--- src/rtl/uart_dma_req.sv ---
module uart_dma_req #(
  parameter int DEPTH = 16,
  parameter int CW    = $clog2(DEPTH + 1)
) (
  input  logic          clk,
  input  logic          rst_n,
  input  logic          fifo_on,
  input  logic          hyst_mode,
  input  logic          rx_dma_en,
  input  logic          tx_dma_en,
  input  logic [1:0]    trig_sel,
  input  logic [CW-1:0] rx_level,
  input  logic [CW-1:0] tx_level,
  input  logic          rx_hold_full,
  input  logic          tx_hold_full,
  input  logic          rx_timeout,
  input  logic          tx_wr,
  input  logic          rx_flush,
  input  logic          tx_flush,
  output logic          rx_req,
  output logic          tx_req
);

  localparam logic [CW-1:0] LVL_FULL = CW'(DEPTH);
  localparam logic [CW-1:0] LVL_Q    = CW'(DEPTH / 4);
  localparam logic [CW-1:0] LVL_H    = CW'(DEPTH / 2);
  localparam logic [CW-1:0] LVL_NF   = CW'(DEPTH - 2);

  logic          rx_hold_q, tx_hold_q;
  logic          rx_hold_d, tx_hold_d;
  logic [CW-1:0] trig_lvl;

  always_comb begin
    case (trig_sel)
      2'd0:    trig_lvl = CW'(1);
      2'd1:    trig_lvl = LVL_Q;
      2'd2:    trig_lvl = LVL_H;
      default: trig_lvl = LVL_NF;
    endcase
  end

  wire use_hyst  = fifo_on & hyst_mode;
  wire rx_empty  = (rx_level == '0);
  wire rx_avail  = fifo_on ? !rx_empty : rx_hold_full;
  wire tx_vacant = fifo_on ? (tx_level == '0) : !tx_hold_full;

  always_comb begin
    if (rx_flush || rx_empty)                     rx_hold_d = 1'b0;
    else if (rx_level >= trig_lvl || rx_timeout)  rx_hold_d = 1'b1;
    else                                          rx_hold_d = rx_hold_q;
  end

  always_comb begin
    if (tx_flush)                   tx_hold_d = 1'b1;
    else if (tx_level >= LVL_FULL)  tx_hold_d = 1'b0;
    else if (tx_level == '0)        tx_hold_d = 1'b1;
    else                            tx_hold_d = tx_hold_q;
  end

  always_ff @(posedge clk or negedge rst_n) begin
    if (!rst_n) begin
      rx_hold_q <= 1'b0;
      tx_hold_q <= 1'b0;
      rx_req    <= 1'b0;
      tx_req    <= 1'b0;
    end else begin
      rx_hold_q <= rx_hold_d;
      tx_hold_q <= tx_hold_d;
      rx_req    <= rx_dma_en & (use_hyst ? rx_hold_d : rx_avail);
      tx_req    <= tx_dma_en & (use_hyst ? tx_hold_d : (tx_vacant & ~tx_wr));
    end
  end

endmodule


--- config.mk ---
export PLATFORM = sky130hd
export DESIGN_NAME = uart_dma_req
export DESIGN_NICKNAME = d
export VERILOG_FILES = /design/src/rtl/uart_dma_req.sv
export SDC_FILE = /design/constraint.sdc
export NUM_CORES = 1
export LEC_CHECK = 0
export ABC_AREA = 1
export BUFFER_PORTS_ARGS = -buffer_cell sky130_fd_sc_hd__buf_2
export CAP_MARGIN = 40
export CORE_AREA = 4 4 41 43
export CTS_CLUSTER_DIAMETER = 30
export DETAILED_ROUTE_END_ITERATION = 8
export DIE_AREA = 0 0 45 47
export MAX_ROUTING_LAYER = met4
export PLACE_DENSITY_LB_ADDON = 0.25
export SYNTH_ARGS = -nofsm -noshare
export SYNTH_HDL_FRONTEND = slang
export SYNTH_SLANG_ARGS = --single-unit
--- constraint.sdc ---
create_clock -name clk -period 0.9 [get_ports clk]
set_input_delay 0.09 -clock clk [delete_from_list [all_inputs] [get_ports clk]]
set_output_delay 0.09 -clock clk [all_outputs]
set_load 0.05 [all_outputs]
* Yosys cells after proc, flatten, opt, wreduce, memory -nomap -nowiden
Cells that the tools add are included.
Widths: inputs -> output; s select.
** Cells by class
- Magnitude comparators :: 2
- Eq/ne operators :: 2
- Mux-type cells :: 10
- Bitwise gates (word level) :: 5
- Reductions and logical operators :: 7
** Operators with widths (count)
- $pmux 4 s3 :: 1
- $logic_not 5->1 :: 2
- $mux 1 :: 9
- $ge 5x5->1 :: 1
- $ge 5x5->1 const B :: 1
- $and 1x1->1 :: 4
- $eq 2x1->1 const B :: 1
- $eq 2x2->1 const B :: 1
- $logic_not 1->1 :: 2
- $logic_not 2->1 :: 1
- $logic_or 1x1->1 :: 2
- $not 1->1 :: 1
** Word-level totals
- Flip-flop bits (word level) :: 4
- Input port bits :: 24
- Output and inout port bits :: 2
- Word-level logic and storage cells :: 30

* Depth between registers and ports, before layout
- Depth in word-level cells :: 8
- Gate-level depth with buffers :: 12
- Depth with buffers taken out :: 12

* Worst setup path before layout
No wires, ideal clock.
- Path type :: input to register
- From :: input trig_sel[1]
- To :: register rx_req
- Arrival :: 866 ps
- Path slack :: -90 ps
- Stages on the path :: 12
- Cells stage by stage :: nor2_1 ha_1 inv_1 nand2_1 nand2_1 nand2_1 nand2_1 nand2_1 nand2_1 nand2_1 nand3_2 a21oi_2
** On the way
- Word-level cells in the longest chain between the ends :: 8
- Elaborated cells between the ends (all ways) :: 10
- Those cells by class :: order compare (1); eq/ne (2); mux (4); bitwise (1); reduce/logical (2)
** Ends and longest elaborated chain
- from (decl) :: RTL line 11 : input logic [1:0] trig_sel,
- $eq 2x2->1 (tied with other cells) :: RTL line 34 : case (trig_sel)
- $pmux 4 s3 * :: RTL line 34
- $ge 5x5->1 * :: RTL line 49 : else if (rx_level >= trig_lvl || rx_timeout) rx_hold_d = 1'b1;
- $logic_or 1x1->1 * :: RTL line 49
- $mux 1 * :: RTL line 49
- $mux 1 * :: RTL line 48 : if (rx_flush || rx_empty) rx_hold_d = 1'b0;
- $mux 1 * :: RTL line 69 : rx_req <= rx_dma_en & (use_hyst ? rx_hold_d : rx_avail);
- $and 1x1->1 * :: RTL line 69
- to (signal assigned) :: RTL line 69
- to (decl) :: RTL line 20 : output logic rx_req,
Every way passes the cells marked *; elsewhere a longest branch is shown, timed or not.

* Worst setup path after layout
- From :: input trig_sel[0]
- To :: register rx_req
The elaborated chain is that of the path after synthesis.

==> out/results.txt <==
Across all register-to-register paths, the minimum setup slack is 0.03 ns. The setup path with the least slack is of type primary input to flip-flop. The synthesis-stage register bit count came out at 4. Power density relative to cell area: 1058 nW/um^2. The run gives 0.09247 as the global-route total usage across every layer.

TritonCTS built the clock tree. The number of I/O port buffers is 25. The register area share after synthesis came out at 0.2827. The highest clock frequency the design can meet was 1118 MHz. The warning count from the yosys run was 0. The critical path starts at trig_sel[0]. The tools report the number of sinks driven by the clock tree as 4. The analysis attributes to cell leakage a power of 0.3441 nW.

After synthesis, the cell types taking the most area are dfrtp_1 (28%), nand2_1 (16%), ha_1 (14%). Using the TritonRoute via totals, the vias-per-cell ratio works out to 3.990. The logs give 1 for the number of H-tree levels and 98 for the number of standard cells in the layout, taps in and fillers out. The tools report the clock tree root buffer cell as clkbuf_4.

The clock passes through at most 2 buffers. The kind of cell with the highest combined delay along the critical path is simple AND/OR/NAND/NOR gates. Startpoint of the worst-slack reg-to-reg timing path: tx_hold_q$_DFF_PN0_.

Global routing finished with a remaining overflow of 0. Sorting the synthesized cells by how often they occur yields nand2_1 (15), inv_1 (12), nor2_1 (6). The area enclosed by the die boundary is 2115 um^2. Across all layers, the routed design uses 391 vias. The tools report the count of distinct cell types in the synthesized netlist as 13. After technology mapping, the gate count stands at 51. The initial standard-cell utilization of the core was 0.2721; the reported max-cap violation count was 0. Summing all placed instances gives a cell area of 520.5 um^2.

Dividing the detail-routed wire length by the instance count gives 8.245 um. The tools report the I/O pin count as 26. Biggest area consumer among synthesized cells: dfrtp_1. The dominant synthesized flop cell is dfrtp_1.

Between clock sinks in the finished design, the worst skew comes to 0.0006168 ns. The transition time at the pin with the least slew margin works out to 0.2263 ns. The die is 45 um wide.

Setup violations remaining at the end of the flow were counted as 0. The total CTS buffers was 3; the first-pass GRT wire length was 1345 um. Entering global routing, the biggest net connects 5 pins. The critical hold path startpoint was rx_dma_en. The final weighted congestion in routability-driven placement was 0.6702. The area growth from synthesis to layout is 67.84%. The DRC violations left is 0, and the number of global-route vias before repair is 368. The final standard cell utilization of the core is 0.4567, and the number of buffers and inverters on the critical path is 2. The required time at the worst-slack endpoint is 1.02 ns, and the fraction of final layout cells with drive strength greater than 1 is 0.4578. The slowest stage cell on the critical path was ha_4. The critical path goes through buf_8, nor2_4, ha_4, inv_2, nand2_1, nand2_1, nand2_1, nand2_1, nand2_1, nand2_1, nand2_1, nand3_2, a21oi_2. The fraction of synthesis flops using an asynchronous set or reset pin works out to 1.000.

STA classifies the critical path endpoint as a flip-flop. The die is 47 um tall. The run finished with clean final reports. The area of the mapped netlist is 354.1 um^2, and the setup slack after layout is 0.005194 ns. The number of antenna cells inserted is 0, and the number of cells after detailed placement is 93. The number of synthesized flops with an enable pin came out at 0. Among the stages of the critical path, the cell type that occurs most often is nand2_1.

The worst slack at placement is -0.2933 ns. Nature of the critical path startpoint: a primary input. The ratio of final minimum period to clock period was 0.9942; the initial antenna violation count was 0.

The first detailed-routing pass took 2 iterations. Met3 wire length: 67 um. The number of DRC violations after detailed-routing iteration 0 was 2; the peak supply drop was 0.3135 mV. Post-detailed-placement half-perimeter wirelength: 710.8 um. For the total wirelength of the detailed-routed design, the log shows 808 um.

The run gives 307 um as the routed metal-1 wire length. Counting I/O delays and the setup requirement, the final critical path takes 0.8948 ns. The final hold violation count is 0, and the data arrival time of the critical path is 1.01 ns. In the post-synthesis netlist, the cell with the most instances is nand2_1.

Setup repair after global routing could not meet its margin everywhere. The fraction of synthesized cell area taken by the top area cell type was 0.2827. Along the worst path, the maximum fanout reaches 3. The max-slew violation count is 0, and the longest individual stage delay on the worst path is 0.20 ns. After synthesis, the mean cell area works out to 6.943 um^2.

Clock-pin slew was measured on the worst setup and hold paths at 0.04 ns. The number of nets produced by synthesis is 79. Headroom to the max-slew limit: 0.8491. The worst hold path belongs to the class primary input to flip-flop. The run gives 433 um as the detailed route wirelength on metal2. The clock insertion delay at the later pin of the skew report was 0.23 ns; the layout net count was 113. The highest layer touched by signal routing is met3. The final standard cell area without fillers is 594.3 um^2. Final hold analysis gives a worst-case slack of 0.07942 ns. The logs give 13 for the number of rows in the core area and 1301 um^2 for the core box area. Number of nets with antenna violations after detailed routing: 0.
-- metal layers --
| metal | GRT usage | up-vias |
|---|---|---|
| met3 | 0.02299 | 0 |
| met5 | - | - |
| met2 | 0.1469 | 10 |
| met1 | 0.09862 | 156 |
| met4 | 0.07018 | 0 |
| li1 | - | 225 |
-- path summary, 6_finish.rpt --
path / to / cells past startpoint
min reg2reg: rx_hold_q$_DFF_PN0_ / 2
max: rx_req$_DFF_PN0_ / 13
max reg2reg: tx_req$_DFF_PN0_ / 6
max in group asynchronous: tx_hold_q$_DFF_PN0_ / 2
min: rx_req$_DFF_PN0_ / 3
min in group asynchronous: rx_req$_DFF_PN0_ / 2
-- layout by cell type, fill, tap and decap left out, drive strengths merged --
| master | n |
|---|---|
| buf | 28 |
| nand2 | 15 |
| inv | 12 |
| nor2 | 6 |
| dfrtp | 4 |
| ha | 4 |
| clkbuf | 3 |
| a21oi | 3 |
| nor3 | 2 |
| nor4 | 1 |
| nand3 | 1 |
| a22oi | 1 |
| nand3b | 1 |
| o21ai | 1 |
| dlygate4sd3 | 1 |
-- metrics by stage --
step                      TNS [ns]  power (mW)
final                            0      0.6290
after global routing       -0.1065      0.6811
after CTS                        0      0.6395
after detailed placement   -0.4722      0.3838
after global placement     -0.4281      0.3820
after floorplan           -0.08333      0.2975
-- timing repair --
item	4_1_cts	5_1_grt
hold endpoints to repair	4	0
hold buffers	1	0
resized for setup	6	5
setup endpoints to repair	2	3
buffers inserted	0	1
pin swaps	5	1
-- worst register-to-register path, stage by stage, from the launching register on --
cell and delay (ns):
dfrtp_1 0.36, inv_1 0.05, nor2_1 0.03, nor2_1 0.07, nand2_1 0.07, o21ai_1 0.12, a21oi_1 0.05
-- sequential cells by signal (all words and copies together), names as in the netlist --
signal	count
rx_hold_q	1
rx_req	1
tx_hold_q	1
tx_req	1
-- layout make-up --
type	instances	area, um^2
timing repair buffer	29	178.9
fill	144	706.9
sequential	4	100.1
multi-input combinational	35	229.0
clock buffer	3	22.52
inverter	12	45.04
tap	15	18.77
-- kinds of logic (layout without fill, tap and decap cells) --
logic type      Yosys count  count (layout)  synth area share
simple gates             26              26            0.3604
buf+inv                  12              44            0.1272
compound gates            5               5           0.08834
fa+ha+maj                 4               4            0.1413
flops                     4               4            0.2827
-- where the power goes --
group	total, mW	internal [mW]	switching [mW]
Clock	0.224	0.149	0.0747
Sequential	0.198	0.193	0.00513
Combinational	0.206	0.104	0.102
Total	0.629	0.447	0.182
Note: power is estimated with default switching activity, not from simulation.
